File: src/rtl/gpio_irq_pkg.sv
package gpio_irq_pkg;

  localparam int ADDR_W = 8;

  localparam logic [ADDR_W-1:0] OFS_LEVEL = 8'h00;
  localparam logic [ADDR_W-1:0] OFS_IEN   = 8'h10;
  localparam logic [ADDR_W-1:0] OFS_MASK  = 8'h20;
  localparam logic [ADDR_W-1:0] OFS_MODE  = 8'h30;
  localparam logic [ADDR_W-1:0] OFS_POL   = 8'h40;
  localparam logic [ADDR_W-1:0] OFS_FLAG  = 8'h50;

  localparam logic [ADDR_W-1:0] ALIAS_SET = 8'h04;
  localparam logic [ADDR_W-1:0] ALIAS_CLR = 8'h08;

  typedef enum logic [1:0] {
    ACC_NONE,
    ACC_WRITE,
    ACC_SET,
    ACC_CLR
  } acc_e;

  function automatic acc_e decode_acc(input logic we,
                                      input logic [ADDR_W-1:0] addr,
                                      input logic [ADDR_W-1:0] base);
    acc_e r;
    r = ACC_NONE;
    if (we) begin
      if (addr == base)                  r = ACC_WRITE;
      else if (addr == base + ALIAS_SET) r = ACC_SET;
      else if (addr == base + ALIAS_CLR) r = ACC_CLR;
    end
    return r;
  endfunction

endpackage

File: src/rtl/gpio_irq_ctrlreg.sv
module gpio_irq_ctrlreg
  import gpio_irq_pkg::*;
#(
  parameter int               W       = 32,
  parameter logic [ADDR_W-1:0] BASE   = OFS_IEN,
  parameter logic [W-1:0]     RST_VAL = '0
) (
  input  logic              clk,
  input  logic              rst_n,
  input  logic              we,
  input  logic [ADDR_W-1:0] addr,
  input  logic [W-1:0]      wdata,
  output logic [W-1:0]      q
);

  acc_e         acc;
  logic [W-1:0] q_d;
  logic         q_en;

  always_comb begin
    acc  = decode_acc(we, addr, BASE);
    q_en = (acc != ACC_NONE);
    case (acc)
      ACC_WRITE: q_d = wdata;
      ACC_SET:   q_d = q | wdata;
      ACC_CLR:   q_d = q & ~wdata;
      default:   q_d = q;
    endcase
  end

  always_ff @(posedge clk or negedge rst_n) begin
    if (!rst_n)    q <= RST_VAL;
    else if (q_en) q <= q_d;
  end

endmodule

File: src/rtl/gpio_irq_sync.sv
module gpio_irq_sync #(
  parameter int W = 32
) (
  input  logic         clk,
  input  logic         rst_n,
  input  logic [W-1:0] pin_in,
  output logic [W-1:0] lvl,
  output logic [W-1:0] lvl_prev
);

  logic [W-1:0] meta_q;

  always_ff @(posedge clk or negedge rst_n) begin
    if (!rst_n) begin
      meta_q   <= '0;
      lvl      <= '0;
      lvl_prev <= '0;
    end else begin
      meta_q   <= pin_in;
      lvl      <= meta_q;
      lvl_prev <= lvl;
    end
  end

endmodule

File: src/rtl/gpio_irq_detect.sv
module gpio_irq_detect #(
  parameter int W = 32
) (
  input  logic         clk,
  input  logic         rst_n,
  input  logic [W-1:0] lvl,
  input  logic [W-1:0] lvl_prev,
  input  logic [W-1:0] ien,
  input  logic [W-1:0] edge_mode,
  input  logic [W-1:0] pol,
  input  logic [W-1:0] mask,
  input  logic [W-1:0] clr_vec,
  output logic [W-1:0] flag,
  output logic         irq_out
);

  logic [W-1:0] det;
  logic [W-1:0] flag_d;
  logic         irq_d;

  for (genvar i = 0; i < W; i++) begin : g_pin
    logic hit_edge;
    logic hit_lvl;
    always_comb begin
      hit_edge = pol[i] ? (lvl[i] & ~lvl_prev[i]) : (~lvl[i] & lvl_prev[i]);
      hit_lvl  = pol[i] ? lvl[i] : ~lvl[i];
      det[i]   = ien[i] & (edge_mode[i] ? hit_edge : hit_lvl);
    end
  end

  // a new detection outranks a clear in the same cycle
  always_comb begin
    flag_d = (flag & ~clr_vec) | det;
    irq_d  = |(flag & ~mask);
  end

  always_ff @(posedge clk or negedge rst_n) begin
    if (!rst_n) begin
      flag    <= '0;
      irq_out <= 1'b0;
    end else begin
      flag    <= flag_d;
      irq_out <= irq_d;
    end
  end

endmodule

File: src/rtl/gpio_irq_bank.sv
module gpio_irq_bank
  import gpio_irq_pkg::*;
#(
  parameter int PIN_W = 32
) (
  input  logic              clk,
  input  logic              rst_n,
  input  logic [ADDR_W-1:0] bus_addr,
  input  logic              bus_we,
  input  logic [PIN_W-1:0]  bus_wdata,
  output logic [PIN_W-1:0]  bus_rdata,
  input  logic [PIN_W-1:0]  pin_in,
  output logic [PIN_W-1:0]  pin_out,
  output logic              irq_out
);

  localparam logic [PIN_W-1:0] ALL_ONES = '1;

  logic [PIN_W-1:0] ien_q, mask_q, mode_q, pol_q;
  logic [PIN_W-1:0] lvl, lvl_prev, flag_q, clr_vec;

  gpio_irq_ctrlreg #(.W(PIN_W), .BASE(OFS_IEN), .RST_VAL('0)) u_ien (
    .clk(clk), .rst_n(rst_n), .we(bus_we), .addr(bus_addr), .wdata(bus_wdata), .q(ien_q));
  gpio_irq_ctrlreg #(.W(PIN_W), .BASE(OFS_MASK), .RST_VAL(ALL_ONES)) u_mask (
    .clk(clk), .rst_n(rst_n), .we(bus_we), .addr(bus_addr), .wdata(bus_wdata), .q(mask_q));
  gpio_irq_ctrlreg #(.W(PIN_W), .BASE(OFS_MODE), .RST_VAL('0)) u_mode (
    .clk(clk), .rst_n(rst_n), .we(bus_we), .addr(bus_addr), .wdata(bus_wdata), .q(mode_q));
  gpio_irq_ctrlreg #(.W(PIN_W), .BASE(OFS_POL), .RST_VAL('0)) u_pol (
    .clk(clk), .rst_n(rst_n), .we(bus_we), .addr(bus_addr), .wdata(bus_wdata), .q(pol_q));

  gpio_irq_sync #(.W(PIN_W)) u_sync (
    .clk(clk), .rst_n(rst_n), .pin_in(pin_in), .lvl(lvl), .lvl_prev(lvl_prev));

  always_comb begin
    clr_vec = (bus_we && bus_addr == OFS_FLAG + ALIAS_CLR) ? bus_wdata : '0;
  end

  gpio_irq_detect #(.W(PIN_W)) u_det (
    .clk(clk), .rst_n(rst_n), .lvl(lvl), .lvl_prev(lvl_prev), .ien(ien_q),
    .edge_mode(mode_q), .pol(pol_q), .mask(mask_q), .clr_vec(clr_vec),
    .flag(flag_q), .irq_out(irq_out));

  always_comb begin
    pin_out = pol_q & ~ien_q;
    case (bus_addr)
      OFS_LEVEL: bus_rdata = lvl;
      OFS_IEN:   bus_rdata = ien_q;
      OFS_MASK:  bus_rdata = mask_q;
      OFS_MODE:  bus_rdata = mode_q;
      OFS_POL:   bus_rdata = pol_q;
      OFS_FLAG:  bus_rdata = flag_q;
      default:   bus_rdata = '0;
    endcase
  end

endmodule

File: config.mk
export PLATFORM = sky130hd
export DESIGN_NAME = gpio_irq_bank
export DESIGN_NICKNAME = d
export VERILOG_FILES = /design/src/rtl/gpio_irq_pkg.sv /design/src/rtl/gpio_irq_ctrlreg.sv /design/src/rtl/gpio_irq_sync.sv /design/src/rtl/gpio_irq_detect.sv /design/src/rtl/gpio_irq_bank.sv
export SDC_FILE = /design/constraint.sdc
export NUM_CORES = 1
export LEC_CHECK = 0
export BUFFER_PORTS_ARGS = -buffer_cell sky130_fd_sc_hd__buf_2
export CELL_PAD_IN_SITES_DETAIL_PLACEMENT = 0
export CELL_PAD_IN_SITES_GLOBAL_PLACEMENT = 1
export CORE_MARGIN = 2
export CORE_UTILIZATION = 42
export DETAILED_ROUTE_END_ITERATION = 8
export PLACE_DENSITY_LB_ADDON = 0.1
export SYNTH_ARGS = -nofsm -noshare
export SYNTH_HDL_FRONTEND = slang
export SYNTH_SLANG_ARGS = --single-unit
File: constraint.sdc
create_clock -name clk -period 1.7 [get_ports clk]
set_clock_uncertainty 0.05 [all_clocks]
set_input_delay 0.255 -clock clk [delete_from_list [all_inputs] [get_ports clk]]
set_output_delay 0.255 -clock clk [all_outputs]
set_load 0.02 [all_outputs]
==> qor.csv <==
stage,metric,value,unit
synth,syn_inst,1088,
synth,synth_edf_count,0,
clock_network,clkSlewWorstSetupHoldPaths,0.06,ns
worst_setup_path,cp-end-kind,output port,
global_route,grt_max_degree,43,
synth,yosys.area_share.simple,0.105,
global_route,overflow,0,
power_and_ir_drop,netSwitchingPower,0.00464,W
synth,synthesis.nets,1163,
synth,ys_ff_latch,257,
routing,routed_wl,41000,microns
run_status,violations,negative setup slack,
worst_hold_path,whs_endpoint,u_ien.q[4],
synth,yosysSeqAreaShare,0.546,
timing,fin_crit,2.29,ns
synth,ys.warnings.count,0,
routing,drtIter0Drc,815,
power_and_ir_drop,sw_frac_of_total,0.277,
timing,max_freq,0.437,GHz
place,io_buffers,139,
synth,synth_fa_ha_area_frac,0,
floorplan,core_area,27800,sq um
power_and_ir_drop,pwr-share-clk,0.383,
routing,via_per_inst,5.70,
worst_setup_path,crit_type,reg2out,
synth,synthXorXnorAreaFrac,0.000739,
synth,synth_top_area_cell,dfrtp_1,
timing,fin_ws,-0.588,ns
worst_setup_path,cp_top_family,compound AO/OA/AOI/OAI gates,
synth,synth_compound_area_frac,0.268,
routing,dr_total_vias,10400,
power_and_ir_drop,power,0.0168,W
power_and_ir_drop,ir_worst_vdd,0.826,mV
clock_network,cts_buffers,30,
clock_network,cts_root_buf,clkbuf_16,
worst_hold_path,hp-class,in2reg,
floorplan,ios,140,
power_and_ir_drop,power.leakage,7.40,nW
power_and_ir_drop,powerDensity,992,nW/um^2
clock_network,cts_sinks,257,
timing,worstMarginPinSlew,0.633,ns
routing,drt-pass1-iter-count,7,
global_route,grt_pass1_vias,10300,
synth,netlist_area,11900,sq um
layout,area.growth.synth_to_final,42.7,%
routing,antenna_left,0,
timing,rsz0062_at_grt,true,
worst_setup_path,worstPathArrival,1.98,ns
worst_setup_path,r2r_end,u_det.irq_out,
worst_setup_path,rr_worst_depth,4,
power_and_ir_drop,combPwrFrac,0.168,
job,maxCapViolCount,0,
worst_setup_path,critPathMaxStageDelay,0.46,ns
worst_setup_path,critical_path_buf_inv_count,2,
timing,post-route-period-util,1.35,
floorplan,initial_core_util,0.427,
routing,post-route-drc-count,0,
synth,synth.avg_cell_area,10.9,sq um
worst_setup_path,cp-start-kind,flop,
routing,wire_per_inst,22.5,microns
run_status,status,"complete, but fails checks",
synth,ys_async_sr_fraction,1.00,
place,dp.cells,1627,
clock_network,cts_tree,yes,
layout,layout-drive-gt1-share,0.364,
synth,synth_area_leaders,"dfrtp_1, a22o_1, dfstp_2, o21ai_1, nor2b_1",
worst_setup_path,cp_cell_sequence,"mux2i_1, o2bb2ai_1, a222oi_1, buf_4, nor2_4, buf_6",
synth,netlist.area_leader.share,0.475,
floorplan,die_h,172,microns
global_route,antenna_found_initial,0,
global_route,track_usage,0.281,
floorplan,die-area,29600,sq um
timing,relSlewSlack,0.577,
power_and_ir_drop,p_int,0.0121,W
synth,synthMuxAreaShare,0.0287,
worst_hold_path,min_path_cells,2,
timing,setup_viol,32,
layout,num-nets-final,1492,
worst_hold_path,hp-start,bus_wdata[4],
layout,fin_cells,1819,
worst_setup_path,reg2reg_slack,0.19,ns
power_and_ir_drop,seqPwrFrac,0.449,
timing,timing.final.max_slew_violations,0,
worst_setup_path,cp.required,1.39,ns
clock_network,cts-htree-levels,1,
worst_setup_path,timing.rr.start,u_mask.q[16],
floorplan,die_x,172,microns
place,dpl.hpwl,26900,microns
worst_setup_path,slowest_stage,a222oi_1,
layout,diodes,0,
clock_network,clockBufferDepth,3,
synth,ys.flop_type,dfrtp_1,
clock_network,clk_latency,0.57,ns
synth,synth_top_family_by_area,compound AO/OA/AOI/OAI gates,
global_route,grt_pass1_wl,62700,microns
worst_setup_path,critPathMaxFanout,2,
synth,synth.distinct_cells,46,
timing,hold_violations,0,
floorplan,fp-row-count,61,
place,place_congestion,0.831,
how the worst max path moves through the flow:
stage	startpoint	end	slack (ns)	cells past startpoint
after floorplan	bus_addr[7]	bus_rdata[1]	-0.03	5
after CTS	u_ien.q[30]	bus_rdata[30]	-0.56	6
final	u_sync.lvl[30]	bus_rdata[30]	-0.59	6
after global placement	bus_addr[4]	bus_rdata[30]	-0.43	8
after detailed placement	bus_addr[4]	bus_rdata[30]	-0.50	8
after global routing	u_ien.q[30]	bus_rdata[30]	-0.72	6
layout by cell type, fill, tap and decap left out, types with 7 or more instances in the layout:
cell type,n
dfrtp_1,217
a22o_1,182
buf_4,164
o21ai_1,128
buf_2,87
nand2_1,77
dlygate4sd3_1,63
buf_6,57
nor2b_1,51
inv_1,34
dfstp_2,32
nand3_1,31
o31ai_1,31
clkbuf_16,30
buf_12,27
a222oi_1,22
mux2i_1,16
o2bb2ai_1,16
o22ai_1,16
mux2_2,12
nor2_4,11
a22oi_2,11
nor2b_4,9
clkbuf_1,9
a31oi_4,8
clkinv_2,8
dfrtp_2,8
nor2_2,7
nor2b_2,7
area by class of cell:
type,count,area (sq um)
clock inverter,11,116
sequential,257,6480
clock buffer,45,867
multi-input combinational,693,5330
timing repair buffer,401,3540
tap,378,473
inverter,34,128
fill,2370,10900
synthesized netlist by cell type (17+ instances only):
master / number
nor2b_1: 67
clkbuf_1: 28
a222oi_1: 22
a22o_1: 182
nand2_1: 83
o21ai_1: 128
dfstp_2: 32
a22oi_1: 17
inv_1: 34
o31ai_1: 31
dfrtp_1: 225
buf_2: 72
nor2_1: 17
nand3_1: 31
logic make-up (layout without fill, tap and decap cells):
logic type,Yosys count,in the layout
flip-flops,257,257
AO/OA/AOI/OAI,432,432
XOR/XNOR,1,1
multiplexers,32,32
AND/OR/NAND/NOR,228,228
buffers and inverters,138,491
flip-flops by register name, summed over array words and instances, names as in the netlist:
register         cells
u_det.flag          32
u_ien.q             32
u_mask.q            32
u_mode.q            32
u_pol.q             32
u_sync.lvl          32
u_sync.lvl_prev     32
u_sync.meta_q       32
u_det.irq_out        1
per-layer routing:
layer / up-vias / global-route usage / part of all wire
li1: 4748 / - / -
met1: 5201 / 0.394 / 0.45
met2: 347 / 0.458 / 0.48
met3: 69 / 0.0359 / 0.051
met4: 0 / 0.0833 / 0.025
met5: - / 0 / 0
power by group through the flow:
stage / Clock, W / Combinational (W) / Sequential, W
2_1_floorplan: 0 / 0.00145 / 0.00738
3_3_place_gp: 0 / 0.00230 / 0.00765
3_5_place_dp: 0 / 0.00233 / 0.00765
4_1_cts: 0.00657 / 0.00273 / 0.00752
5_1_grt: 0.00684 / 0.00305 / 0.00761
6_report: 0.00643 / 0.00283 / 0.00753
timing repair:
| action | 4_1_cts | 5_1_grt |
|---|---|---|
| resized for setup | 125 | 42 |
| hold endpoints to repair | 388 | 0 |
| gates cloned | 1 | 1 |
| buffers inserted | 60 | 15 |
| endpoints found under the setup margin | 42 | 51 |
| hold buffers | 63 | 0 |
| pin swaps | 46 | 30 |
worst reg2reg max path: cells and delay by family, from the launching register on:
family	cells	cell delay, ns
flip-flops	1	0.54
AND/OR/NAND/NOR	2	0.59
buffers and inverters	1	0.12
AO/OA/AOI/OAI	1	0.07
through the flow:
step / area [sq um] / hold WS (ns) / TNS [ns] / util / setup slack, ns
after floorplan: 12200 / -0.0906 / -0.860 / - / -0.0301
after global routing: 16900 / 0.0218 / -13.66 / 0.609 / -0.718
after global placement: 14200 / 0.133 / -62.64 / 0.511 / -0.430
after CTS: 16700 / 0.00207 / -12.06 / 0.601 / -0.560
after detailed placement: 14200 / 0.127 / -66.17 / 0.511 / -0.497
final: 16900 / 0.0164 / -11.27 / 0.609 / -0.588
Power figures use the tool's default switching activity.
